<file path="src/rtl/pt_walker.sv">
module pt_walker #(
  parameter int AW        = 32,
  parameter int HI_W      = 12,
  parameter int MID_W     = 10,
  parameter int OFS_W     = 10,
  parameter int ENT_BYTES = 4
) (
  input  logic          clk,
  input  logic          rst_n,
  input  logic          start_i,
  input  logic [AW-1:0] vaddr_i,
  input  logic [AW-1:0] root_base_i,
  output logic [AW-1:0] paddr_o,
  output logic          done_o,
  output logic          fault_o,
  output logic          mem_req_o,
  output logic [AW-1:0] mem_addr_o,
  input  logic          mem_rvalid_i,
  input  logic [AW-1:0] mem_rdata_i
);

  localparam int ENT_SH = $clog2(ENT_BYTES);

  typedef enum logic [1:0] {ST_IDLE, ST_TOP, ST_LEAF} walk_st_e;

  walk_st_e       state_q;
  logic [AW-1:0]  va_q;
  logic [AW-1:0]  addr_q;
  logic [AW-1:0]  paddr_q;
  logic           done_q;
  logic           fault_q;

  logic [HI_W-1:0]  hi_idx;
  logic [MID_W-1:0] mid_idx;
  logic [AW-1:0]    ent_base;
  logic             ent_ok;

  assign hi_idx   = vaddr_i[AW-1 -: HI_W];
  assign mid_idx  = va_q[OFS_W +: MID_W];
  assign ent_base = {mem_rdata_i[AW-1:OFS_W], {OFS_W{1'b0}}};
  assign ent_ok   = mem_rdata_i[0];

  always_ff @(posedge clk) begin
    if (!rst_n) begin
      state_q <= ST_IDLE;
      va_q    <= '0;
      addr_q  <= '0;
      paddr_q <= '0;
      done_q  <= 1'b0;
      fault_q <= 1'b0;
    end else begin
      done_q <= 1'b0;
      unique case (state_q)
        ST_IDLE: begin
          if (start_i) begin
            va_q    <= vaddr_i;
            addr_q  <= root_base_i + (AW'(hi_idx) << ENT_SH);
            state_q <= ST_TOP;
          end
        end
        ST_TOP: begin
          if (mem_rvalid_i) begin
            if (ent_ok) begin
              addr_q  <= ent_base + (AW'(mid_idx) << ENT_SH);
              state_q <= ST_LEAF;
            end else begin
              paddr_q <= '0;
              fault_q <= 1'b1;
              done_q  <= 1'b1;
              state_q <= ST_IDLE;
            end
          end
        end
        ST_LEAF: begin
          if (mem_rvalid_i) begin
            paddr_q <= ent_ok ? {mem_rdata_i[AW-1:OFS_W], va_q[OFS_W-1:0]} : '0;
            fault_q <= !ent_ok;
            done_q  <= 1'b1;
            state_q <= ST_IDLE;
          end
        end
        default: state_q <= ST_IDLE;
      endcase
    end
  end

  assign mem_req_o  = (state_q != ST_IDLE);
  assign mem_addr_o = addr_q;
  assign paddr_o    = paddr_q;
  assign done_o     = done_q;
  assign fault_o    = fault_q;

endmodule


</file>
<file path="config.mk">
export PLATFORM = sky130hd
export DESIGN_NAME = pt_walker
export DESIGN_NICKNAME = d
export VERILOG_FILES = /design/src/rtl/pt_walker.sv
export SDC_FILE = /design/constraint.sdc
export NUM_CORES = 1
export LEC_CHECK = 0
export ABC_AREA = 1
export BUFFER_PORTS_ARGS = -buffer_cell sky130_fd_sc_hd__buf_4
export CORE_MARGIN = 2
export CORE_UTILIZATION = 52
export CTS_CLUSTER_SIZE = 25
export DETAILED_ROUTE_END_ITERATION = 16
export GPL_TIMING_DRIVEN = 0
export PLACE_DENSITY = 0.81
export SYNTH_ARGS = -nofsm -noshare
export SYNTH_HDL_FRONTEND = slang
export SYNTH_SLANG_ARGS = --single-unit
</file>
<file path="constraint.sdc">
create_clock -name clk -period 2.5 [get_ports clk]
set_input_delay 0.5 -clock clk [delete_from_list [all_inputs] [get_ports clk]]
set_output_delay 0.5 -clock clk [all_outputs]
set_load 0.1 [all_outputs]
</file>
==> impl_metrics.toml, run 1 <==
[worst_setup_path]
worst-endpoint-arrival_ns = 2.45
endpoint_kind = "flop"
critical_path_required_ns = 2.81
path_class = "primary input to flop"
path_max_fanout = 6
r2r_setup_slack_ns = 0.42
critical_path.startpoint = "vaddr_i[20]"
crit_path_end = "mem_addr_o[18]$_SDFFE_PN0P_"
startpoint_type = "primary input"
r2r_cells = 10
r2r-start = "va_q[18]$_SDFFE_PN0P_"
worstReg2RegEnd = "mem_addr_o[24]$_SDFFE_PN0P_"

[global_routing]
grt_max_degree = 18
grt_pass1_vias = 5163
grt_pass1_wl_um = 25310
antenna_found_initial = 0
grt_use_total = 0.2880
gr-total-overflow = 0

[placement]
gp_congestion = 0.9806
placed_cell_area_um2 = 6563
place_worst_setup_slack_ns = 0.0003333
io_buffers = 157
hpwlAfterDp_um = 12500

[power_and_ir_drop]
p_leak_nw = 3.285
power.density_nw_per_um2 = 748.0
ir_drop_mv = 0.7581
p_total_mw = 5.055

[logic_synthesis]
avgSynthCellArea_um2 = 6.563
synth-async-reset-ratio = 0
synth_top_area_cell = "dfxtp_1"
yosysSeqAreaShare = 0.3376
synth_area_leaders = "dfxtp_1 (34%), nand2_1 (12%), nor2_1 (8.6%)"
synthDominantCellAreaShare = 0.3376
synth.top_cells.by_count = "nand2_1 (173), nor2_1 (119), dfxtp_1 (88), inv_1 (75), o21ai_0 (62)"
synth_edf_count = 0
synth_area_um2 = 5218
netlist-cell-type-count = 36
ys_warn_count = 0
synth_nets = 914
ys.flop_type = "dfxtp_1"
synth-seq-cells = 88
yosysMostFrequentCell = "nand2_1"
syn_inst = 795

[clocking]
clk_pin_slew_ns = 0.10
cts_tree = "done"
cts.path.max_buffers = 2
htree_num_levels = 3
worstSkewPairLatency_ns = 0.38
root_buffer = "clkbuf_8"
postCtsSetupBuffers = 0
cts_buffers = 9
cts.sinks = 88
cts_hold_buf = 0
cts_resized = 0

[layout]
drive_above_1_share = 0.2159
fin_nets = 1082
n_fill_cell = 919
synthToLayoutAreaGrowth_pct = 29.52
stdcell_area_um2 = 6758
multi_input_area_um2 = 3005
register_area_um2 = 1762
antenna_cells = 0

[timing]
setup_ws_ns = 0.3571
rsz0062_at_grt = "false"
fin_crit_sh = 0.8572
tightest_slew_ns = 0.5902
finalHoldViolations = 0
min_period_ns = 2.143
max_clock_freq_mhz = 466.6
relSlewSlack = 0.6066
setup_viol = 0
worst_hold_slack_ns = 0.3632
drv_slew = 0
final.setup.tns_ns = 0
fin_skew_ns = 0.007094

[routing]
drc = 0
post_drt_wl_per_cell_um = 14.09
initialDrtViolationCount = 423
routed_wl_um = 15520
ant_nets = 0
dr.pass1.iters = 6
vias = 5801
viasPerCell = 5.269

[floorplan]
die_height_um = 104.2
ioPinCount = 167
start_util = 0.5338
die_area_um2 = 10850
core_area_um2 = 9774
rows = 36
die_w_um = 104.2

[min_path]
whs_path_depth = 3
min_path_type = "primary input to flop"

[run]
cap_violations = 0

[outcome]
outcome = "finished, final reports clean"
-- power breakdown --
part           leakage, nW  switching, mW  internal (mW)  total [mW]
Clock                0.102          0.569          0.416       0.986
Sequential           0.722          0.120           1.59        1.71
Combinational         2.46           1.79          0.578        2.36
Total                 3.28           2.47           2.58        5.05
-- critical path: stages --
cell and delay [ns]:
buf_4 0.11, ha_1 0.24, fa_1 0.42, nand3_1 0.10, nand2_1 0.16, nand2_1 0.10
nand2_1 0.14, nand2_1 0.09, nand2_1 0.17, nand3_1 0.12, nand3_1 0.12, a21oi_1 0.18
-- placed cells by master, fill, tap and decap left out, types with 3 or more instances in the layout --
cell type / synthesis / final
nand2_1: 173 / 173
a22oi_1: 32 / 32
inv_6: 0 / 4
o21ai_1: 4 / 4
buf_2: 9 / 9
a21oi_1: 56 / 56
ha_1: 17 / 17
a31oi_1: 6 / 6
nand4_1: 7 / 7
xor2_1: 11 / 11
clkbuf_1: 19 / 19
or2_2: 3 / 3
nor2_4: 3 / 3
nor3_2: 3 / 3
o21ai_0: 62 / 62
inv_1: 75 / 75
nand3b_1: 6 / 6
dfxtp_1: 88 / 88
nand3_1: 60 / 60
clkbuf_8: 0 / 10
nor3_1: 13 / 13
inv_2: 6 / 6
buf_4: 3 / 160
nor2_1: 119 / 119
-- state kept, by name, indices dropped and copies added, names as in the netlist --
name and cells:
done_o 1, fault_o 1, mem_addr_o 32, paddr_o 32, state_q 2, va_q 20
-- kinds of logic (layout without fill, tap and decap cells) --
kind of cell,after synthesis,in the layout,share of synthesized area
adder cells (fa/ha/maj),19,19,0.04844
flip-flops,88,88,0.3376
AO/OA/AOI/OAI,164,164,0.1763
XOR/XNOR,13,13,0.02182
AND/OR/NAND/NOR,397,397,0.3295
buffers and inverters,114,287,0.08633
-- area by class of cell --
class	instances	area share
plain buffers	31	0.02055
repair buffers	157	0.1744
inverters	83	0.04610
clock buffers	10	0.02037
well taps	133	0.02463
flip-flops and latches	88	0.2607
clock inverters	6	0.008517
multi-input cells	593	0.4447
-- routing by layer --
layer / wire, um / vias to the layer above / GRT usage
met4: 192 / 0 / 0.04344
met1: 6758 / 2592 / 0.3878
met2: 7305 / 231 / 0.4751
met5: 0 / - / 0
met3: 1263 / 17 / 0.07456
li1: - / 2961 / -
-- worst min path at each step --
| stage | from | endpoint | slack, ns |
|---|---|---|---|
| floorplan | va_q[12]$_SDFFE_PN0P_ | va_q[12]$_SDFFE_PN0P_ | 0.45 |
| global placement | mem_addr_o[31]$_SDFFE_PN0P_ | mem_addr_o[31]$_SDFFE_PN0P_ | 0.46 |
| detailed placement | mem_addr_o[31]$_SDFFE_PN0P_ | mem_addr_o[31]$_SDFFE_PN0P_ | 0.46 |
| CTS | vaddr_i[4] | va_q[4]$_SDFFE_PN0P_ | 0.36 |
| global route | vaddr_i[12] | va_q[12]$_SDFFE_PN0P_ | 0.37 |
| finish | vaddr_i[4] | va_q[4]$_SDFFE_PN0P_ | 0.36 |
-- per-stage QoR --
stage | cells | util
detailed placement | 1085 | 0.6714
global route | 1101 | 0.6914
floorplan | 795 | -
finish | 1101 | 0.6914
global placement | 1085 | 0.6714
CTS | 1101 | 0.6914
Note: power is estimated with default switching activity, not from simulation.
==> run 2: changes to the inputs <==
--- a/config.mk
+++ b/config.mk
@@ -7,12 +7,13 @@
 export LEC_CHECK = 0
 export ABC_AREA = 1
 export BUFFER_PORTS_ARGS = -buffer_cell sky130_fd_sc_hd__buf_4
+export CELL_PAD_IN_SITES_DETAIL_PLACEMENT = 1
+export CELL_PAD_IN_SITES_GLOBAL_PLACEMENT = 1
 export CORE_MARGIN = 2
-export CORE_UTILIZATION = 52
+export CORE_UTILIZATION = 35
 export CTS_CLUSTER_SIZE = 25
 export DETAILED_ROUTE_END_ITERATION = 16
-export GPL_TIMING_DRIVEN = 0
-export PLACE_DENSITY = 0.81
+export PLACE_DENSITY_LB_ADDON = 0.1
 export SYNTH_ARGS = -nofsm -noshare
 export SYNTH_HDL_FRONTEND = slang
 export SYNTH_SLANG_ARGS = --single-unit
==> impl_metrics.toml, run 2 (synthesis results as in run 1) <==
[outcome]
outcome = "finished, final reports clean"

[timing]
drv_slew = 0
min_period_ns = 2.105
setup_viol = 0
final.setup.tns_ns = 0
fin_skew_ns = 0.007353
tightest_slew_ns = 0.7247
fin_crit_sh = 0.8419
relSlewSlack = 0.5163
setup_ws_ns = 0.3953
rsz0062_at_grt = "false"
finalHoldViolations = 0
max_clock_freq_mhz = 475.1

[layout]
drive_above_1_share = 0.2169
final_common_cell = "nand2_1"
register_area_um2 = 1762
n_fill_cell = 1901
synthToLayoutAreaGrowth_pct = 31.13
antenna_cells = 0
multi_input_area_um2 = 3005
fin_nets = 1059
final_cell_mix = "nand2_1 (173), buf_4 (164), nor2_1 (119), dfxtp_1 (88), inv_1 (75)"

[worst_setup_path]
cp_top_family = "simple AND/OR/NAND/NOR gates"
worst-endpoint-arrival_ns = 2.38
slowest_stage = "fa_1"
critical_path_required_ns = 2.77
path_max_fanout = 6
path_class = "primary input to flop"
endpoint_kind = "flop"
startpoint_type = "primary input"
critPathBufInv = 1
cpPeakStageDelay_ns = 0.43
cpMostUsedCell = "nand2_1"
crit_chain = "buf_4, ha_1, fa_1, nand3_1, nand2_1, nand2_1, nand2_1, nand2_1, nand2_1, a21oi_1, o21ai_0, a21oi_1"

[placement]
place_worst_setup_slack_ns = 0.04115
io_buffers = 157
hpwlAfterDp_um = 14380
gp_congestion = 0.8732

[clocking]
cts.path.max_buffers = 2
cts_resized = 0
worstSkewPairLatency_ns = 0.34
postCtsSetupBuffers = 0
cts_buffers = 9
cts_hold_buf = 0
clk_pin_slew_ns = 0.07
root_buffer = "clkbuf_16"
cts.sinks = 88
htree_num_levels = 3
cts_tree = "done"

[routing]
post_drt_wl_per_cell_um = 16.16
viasPerCell = 5.139
vias = 5802
routed_wl_um = 18250
drc = 0
dr.pass1.iters = 4
initialDrtViolationCount = 213
ant_nets = 0

[floorplan]
core_area_um2 = 14530
die_area_um2 = 15900
start_util = 0.3590
die_w_um = 126.1
rows = 44
die_height_um = 126.1
ioPinCount = 167

[global_routing]
grt_pass1_vias = 5921
grt_use_total = 0.2277
grt_max_degree = 47
antenna_found_initial = 0
gr-total-overflow = 0
grt_pass1_wl_um = 29530

[power_and_ir_drop]
p_leak_nw = 3.295
ir_drop_mv = 0.5167
power.density_nw_per_um2 = 783.9
p_total_mw = 5.363

[min_path]
min_path_type = "primary input to flop"

[run]
cap_violations = 0
## run 2: cell types whose count changed in the layout (fill, tap and decap cells not counted)
cell,delta
clkbuf_1,-19
clkbuf_8,-10
buf_2,-9
clkbuf_16,+9
buf_4,+4
clkinv_4,+3
inv_6,-3
clkinv_2,+2
buf_12,+1
inv_8,-1
## run 2: layout make-up
class                           instances  share of cell area
Clock buffer                            9             0.03292
Tap cell                              184             0.03365
Sequential cell                        88              0.2575
Multi-Input combinational cell        593              0.4393
Timing Repair Buffer                  165              0.1829
Clock inverter                          7            0.008230
Inverter                               83             0.04554
## run 2: worst reg2reg max path, delay by kind of cell (launching register included)
family	cells	cell delay, ns
AOI/OAI and AO/OA	2	0.24
adders and majority gates	2	0.48
buffers and inverters	1	0.15
and+or+nand+nor	4	0.52
xor gates and xnor gates	1	0.20
DFF	1	0.35
## run 2: through the flow
| step | hold WS [ns] | instance area (um2) | util | cells |
|---|---|---|---|---|
| detailed placement | 0.4642 | 6560 | 0.4514 | 1113 |
| global route | 0.4136 | 6842 | 0.4707 | 1129 |
| floorplan | 0.4495 | 5218 | - | 795 |
| finish | 0.4026 | 6842 | 0.4707 | 1129 |
| global placement | 0.4552 | 6560 | 0.4514 | 1113 |
| CTS | 0.3987 | 6842 | 0.4707 | 1129 |
## run 2: worst paths after layout
path	endpoint	depth (start not counted)	startpoint	slack, ns
setup / recovery	mem_addr_o[14]$_SDFFE_PN0P_	12	vaddr_i[20]	0.40
hold / removal	va_q[11]$_SDFFE_PN0P_	3	vaddr_i[11]	0.40
setup reg to reg	mem_addr_o[24]$_SDFFE_PN0P_	10	va_q[18]$_SDFFE_PN0P_	0.48
hold reg to reg	mem_addr_o[21]$_SDFFE_PN0P_	2	mem_addr_o[21]$_SDFFE_PN0P_	0.47
## run 2: metal layers
| metal | vias up | track usage | wire length, um |
|---|---|---|---|
| met1 | 2764 | 0.2911 | 8298 |
| li1 | 2913 | - | - |
| met2 | 111 | 0.3975 | 8884 |
| met4 | 0 | 0.04590 | 223 |
| met5 | - | 0 | 0 |
| met3 | 14 | 0.04800 | 840 |
## run 2: where the power goes
| group | internal (mW) | switching [mW] | total [mW] |
|---|---|---|---|
| Combinational | 0.568 | 1.81 | 2.38 |
| Clock | 0.686 | 0.600 | 1.29 |
| Sequential | 1.59 | 0.115 | 1.70 |
| Total | 2.84 | 2.52 | 5.36 |
==> run 3: changes to the inputs <==
--- a/config.mk
+++ b/config.mk
@@ -10,7 +10,7 @@
 export CELL_PAD_IN_SITES_DETAIL_PLACEMENT = 1
 export CELL_PAD_IN_SITES_GLOBAL_PLACEMENT = 1
 export CORE_MARGIN = 2
-export CORE_UTILIZATION = 35
+export CORE_UTILIZATION = 32
 export CTS_CLUSTER_SIZE = 25
 export DETAILED_ROUTE_END_ITERATION = 16
 export PLACE_DENSITY_LB_ADDON = 0.1
==> constraint.sdc (replaced) <==
create_clock -name clk -period 1.85 [get_ports clk]
set_input_delay 0.37 -clock clk [delete_from_list [all_inputs] [get_ports clk]]
set_output_delay 0.37 -clock clk [all_outputs]
set_load 0.1 [all_outputs]
==> impl_metrics.toml, run 3 (synthesis results as in run 1) <==
[worst_setup_path]
r2r-start = "state_q[0]$_SDFFE_PN0P_"
crit_chain = "inv_4, ha_4, o21ai_4, inv_2, nor3_4, inv_2, nor2_4, buf_12, clkbuf_16, a22oi_2, nor2_1"
slowest_stage = "dfxtp_4"
path_class = "flop to flop"
worstReg2RegEnd = "paddr_o[11]$_SDFFE_PN0P_"
endpoint_kind = "flop"
critical_path.startpoint = "state_q[0]$_SDFFE_PN0P_"
startpoint_type = "flop"
worst-endpoint-arrival_ns = 2.10
crit_path_end = "paddr_o[11]$_SDFFE_PN0P_"
critical_path_required_ns = 2.13
cpMostUsedCell = "inv_2"
r2r_cells = 11
cp_top_family = "buffers and inverters"
cp_num_cells = 11
critPathBufInv = 5
path_max_fanout = 8
r2r_setup_slack_ns = 0.03
cpPeakStageDelay_ns = 0.39

[floorplan]
die_w_um = 131.7
die_height_um = 131.7
die_area_um2 = 17340
ioPinCount = 167
rows = 46
start_util = 0.3284
core_area_um2 = 15890

[power_and_ir_drop]
p_int_mw = 4.393
pwr-share-comb = 0.459
power_switching_mw = 3.571
power.density_nw_per_um2 = 1027
ir_drop_mv = 0.8036
p_total_mw = 7.965
p_sw_frac = 0.4484
power_frac_seq = 0.292
clkPwrFrac = 0.248
p_leak_nw = 3.642

[clocking]
cts.path.max_buffers = 2
cts.sinks = 88
htree_num_levels = 3
cts_hold_buf = 0
cts_buffers = 9
clk_pin_slew_ns = 0.07
cts_tree = "done"
worstSkewPairLatency_ns = 0.34
root_buffer = "clkbuf_16"

[routing]
dr.pass1.iters = 5
viasPerCell = 5.032
vias = 6124
drc = 0
initialDrtViolationCount = 218
ant_nets = 0
post_drt_wl_per_cell_um = 16.91
routed_wl_um = 20580

[layout]
n_fill_cell = 2048
final_cell_mix = "buf_4 (207), nand2_1 (163), nor2_1 (117), dfxtp_1 (85), inv_1 (72)"
antenna_cells = 0
drive_above_1_share = 0.3057
final_common_cell = "buf_4"
fin_nets = 1115
synthToLayoutAreaGrowth_pct = 48.68
final_util = 0.4883

[global_routing]
grtUsageMet3 = 0.04244
grt_max_degree = 47
grt_use_met2 = 0.4095
grt_pass1_vias = 6152
grt_pass1_wl_um = 31400
antenna_found_initial = 0
grt_use_total = 0.2231
busiest_layer = "met2"
met1_usage = 0.2740
gr-total-overflow = 0

[timing]
tightest_slew_ns = 0.4442
finalHoldViolations = 0
final.setup.tns_ns = 0
setup_ws_ns = 0.03302
worst_hold_slack_ns = 0.2755
fin_crit_sh = 0.9821
drv_slew = 0
rsz0062_at_grt = "true"
fin_skew_ns = 0.006649
relSlewSlack = 0.7039
max_clock_freq_mhz = 550.4
min_period_ns = 1.817
setup_viol = 0

[min_path]
min_path_type = "primary input to flop"

[placement]
io_buffers = 157
hpwlAfterDp_um = 15390
place_worst_setup_slack_ns = -0.3124
gp_congestion = 0.8807

[outcome]
outcome = "finished, final reports clean"

[run]
cap_violations = 0
-- run 3: power by group through the flow --
stage	combinational (mW)	clock, mW	sequential [mW]
floorplan	1.15	0	3.59
global placement	3.39	0	2.34
detailed placement	3.46	0	2.36
CTS	3.50	2.01	2.32
global route	3.90	2.10	2.35
finish	3.66	1.98	2.33
-- run 3: worst register-to-register path, delay by kind of cell, from the launching register on --
family / cells / cell delay (ns)
AO/OA/AOI/OAI: 2 / 0.23
adder cells (fa/ha/maj): 1 / 0.17
buffers and inverters: 5 / 0.54
flip-flops: 1 / 0.39
AND/OR/NAND/NOR: 3 / 0.43
-- run 3: metrics by stage --
stage / std cells / instance area (um2)
floorplan: 795 / 5274
global placement: 1184 / 6982
detailed placement: 1184 / 6982
CTS: 1203 / 7357
global route: 1217 / 7757
finish: 1217 / 7757
-- run 3: worst min-delay path by stage --
stage / from / depth (start not counted) / end
finish: vaddr_i[9] / 3 / va_q[9]$_SDFFE_PN0P_
global route: vaddr_i[16] / 3 / va_q[16]$_SDFFE_PN0P_
CTS: vaddr_i[6] / 3 / va_q[6]$_SDFFE_PN0P_
detailed placement: mem_addr_o[31]$_SDFFE_PN0P_ / 2 / mem_addr_o[31]$_SDFFE_PN0P_
global placement: mem_addr_o[31]$_SDFFE_PN0P_ / 2 / mem_addr_o[31]$_SDFFE_PN0P_
floorplan: va_q[12]$_SDFFE_PN0P_ / 2 / va_q[12]$_SDFFE_PN0P_
-- run 3: area by class of cell --
cell class,instances,area (um2),area share
Clock buffer,10,229.0,0.02952
Clock inverter,6,90.09,0.01161
Inverter,83,326.6,0.04210
Multi-Input combinational cell,593,3238,0.4174
Sequential cell,88,1770,0.2282
Tap cell,216,270.3,0.03484
Timing Repair Buffer,221,1833,0.2363
-- run 3: routing by layer --
| metal | routed length (um) | part of all wire |
|---|---|---|
| met3 | 1016 | 0.049 |
| met2 | 10460 | 0.51 |
| met1 | 8917 | 0.43 |
| met5 | 0 | 0 |
| met4 | 190 | 0.0092 |
-- run 3: what timing repair did --
action | 4_1_cts | 5_1_grt
pin swaps | 5 | 18
setup endpoints to repair | 11 | 58
cloned | 0 | 6
endpoints found under the hold margin | 0 | 0
resized for setup | 9 | 45
setup buffers | 3 | 8
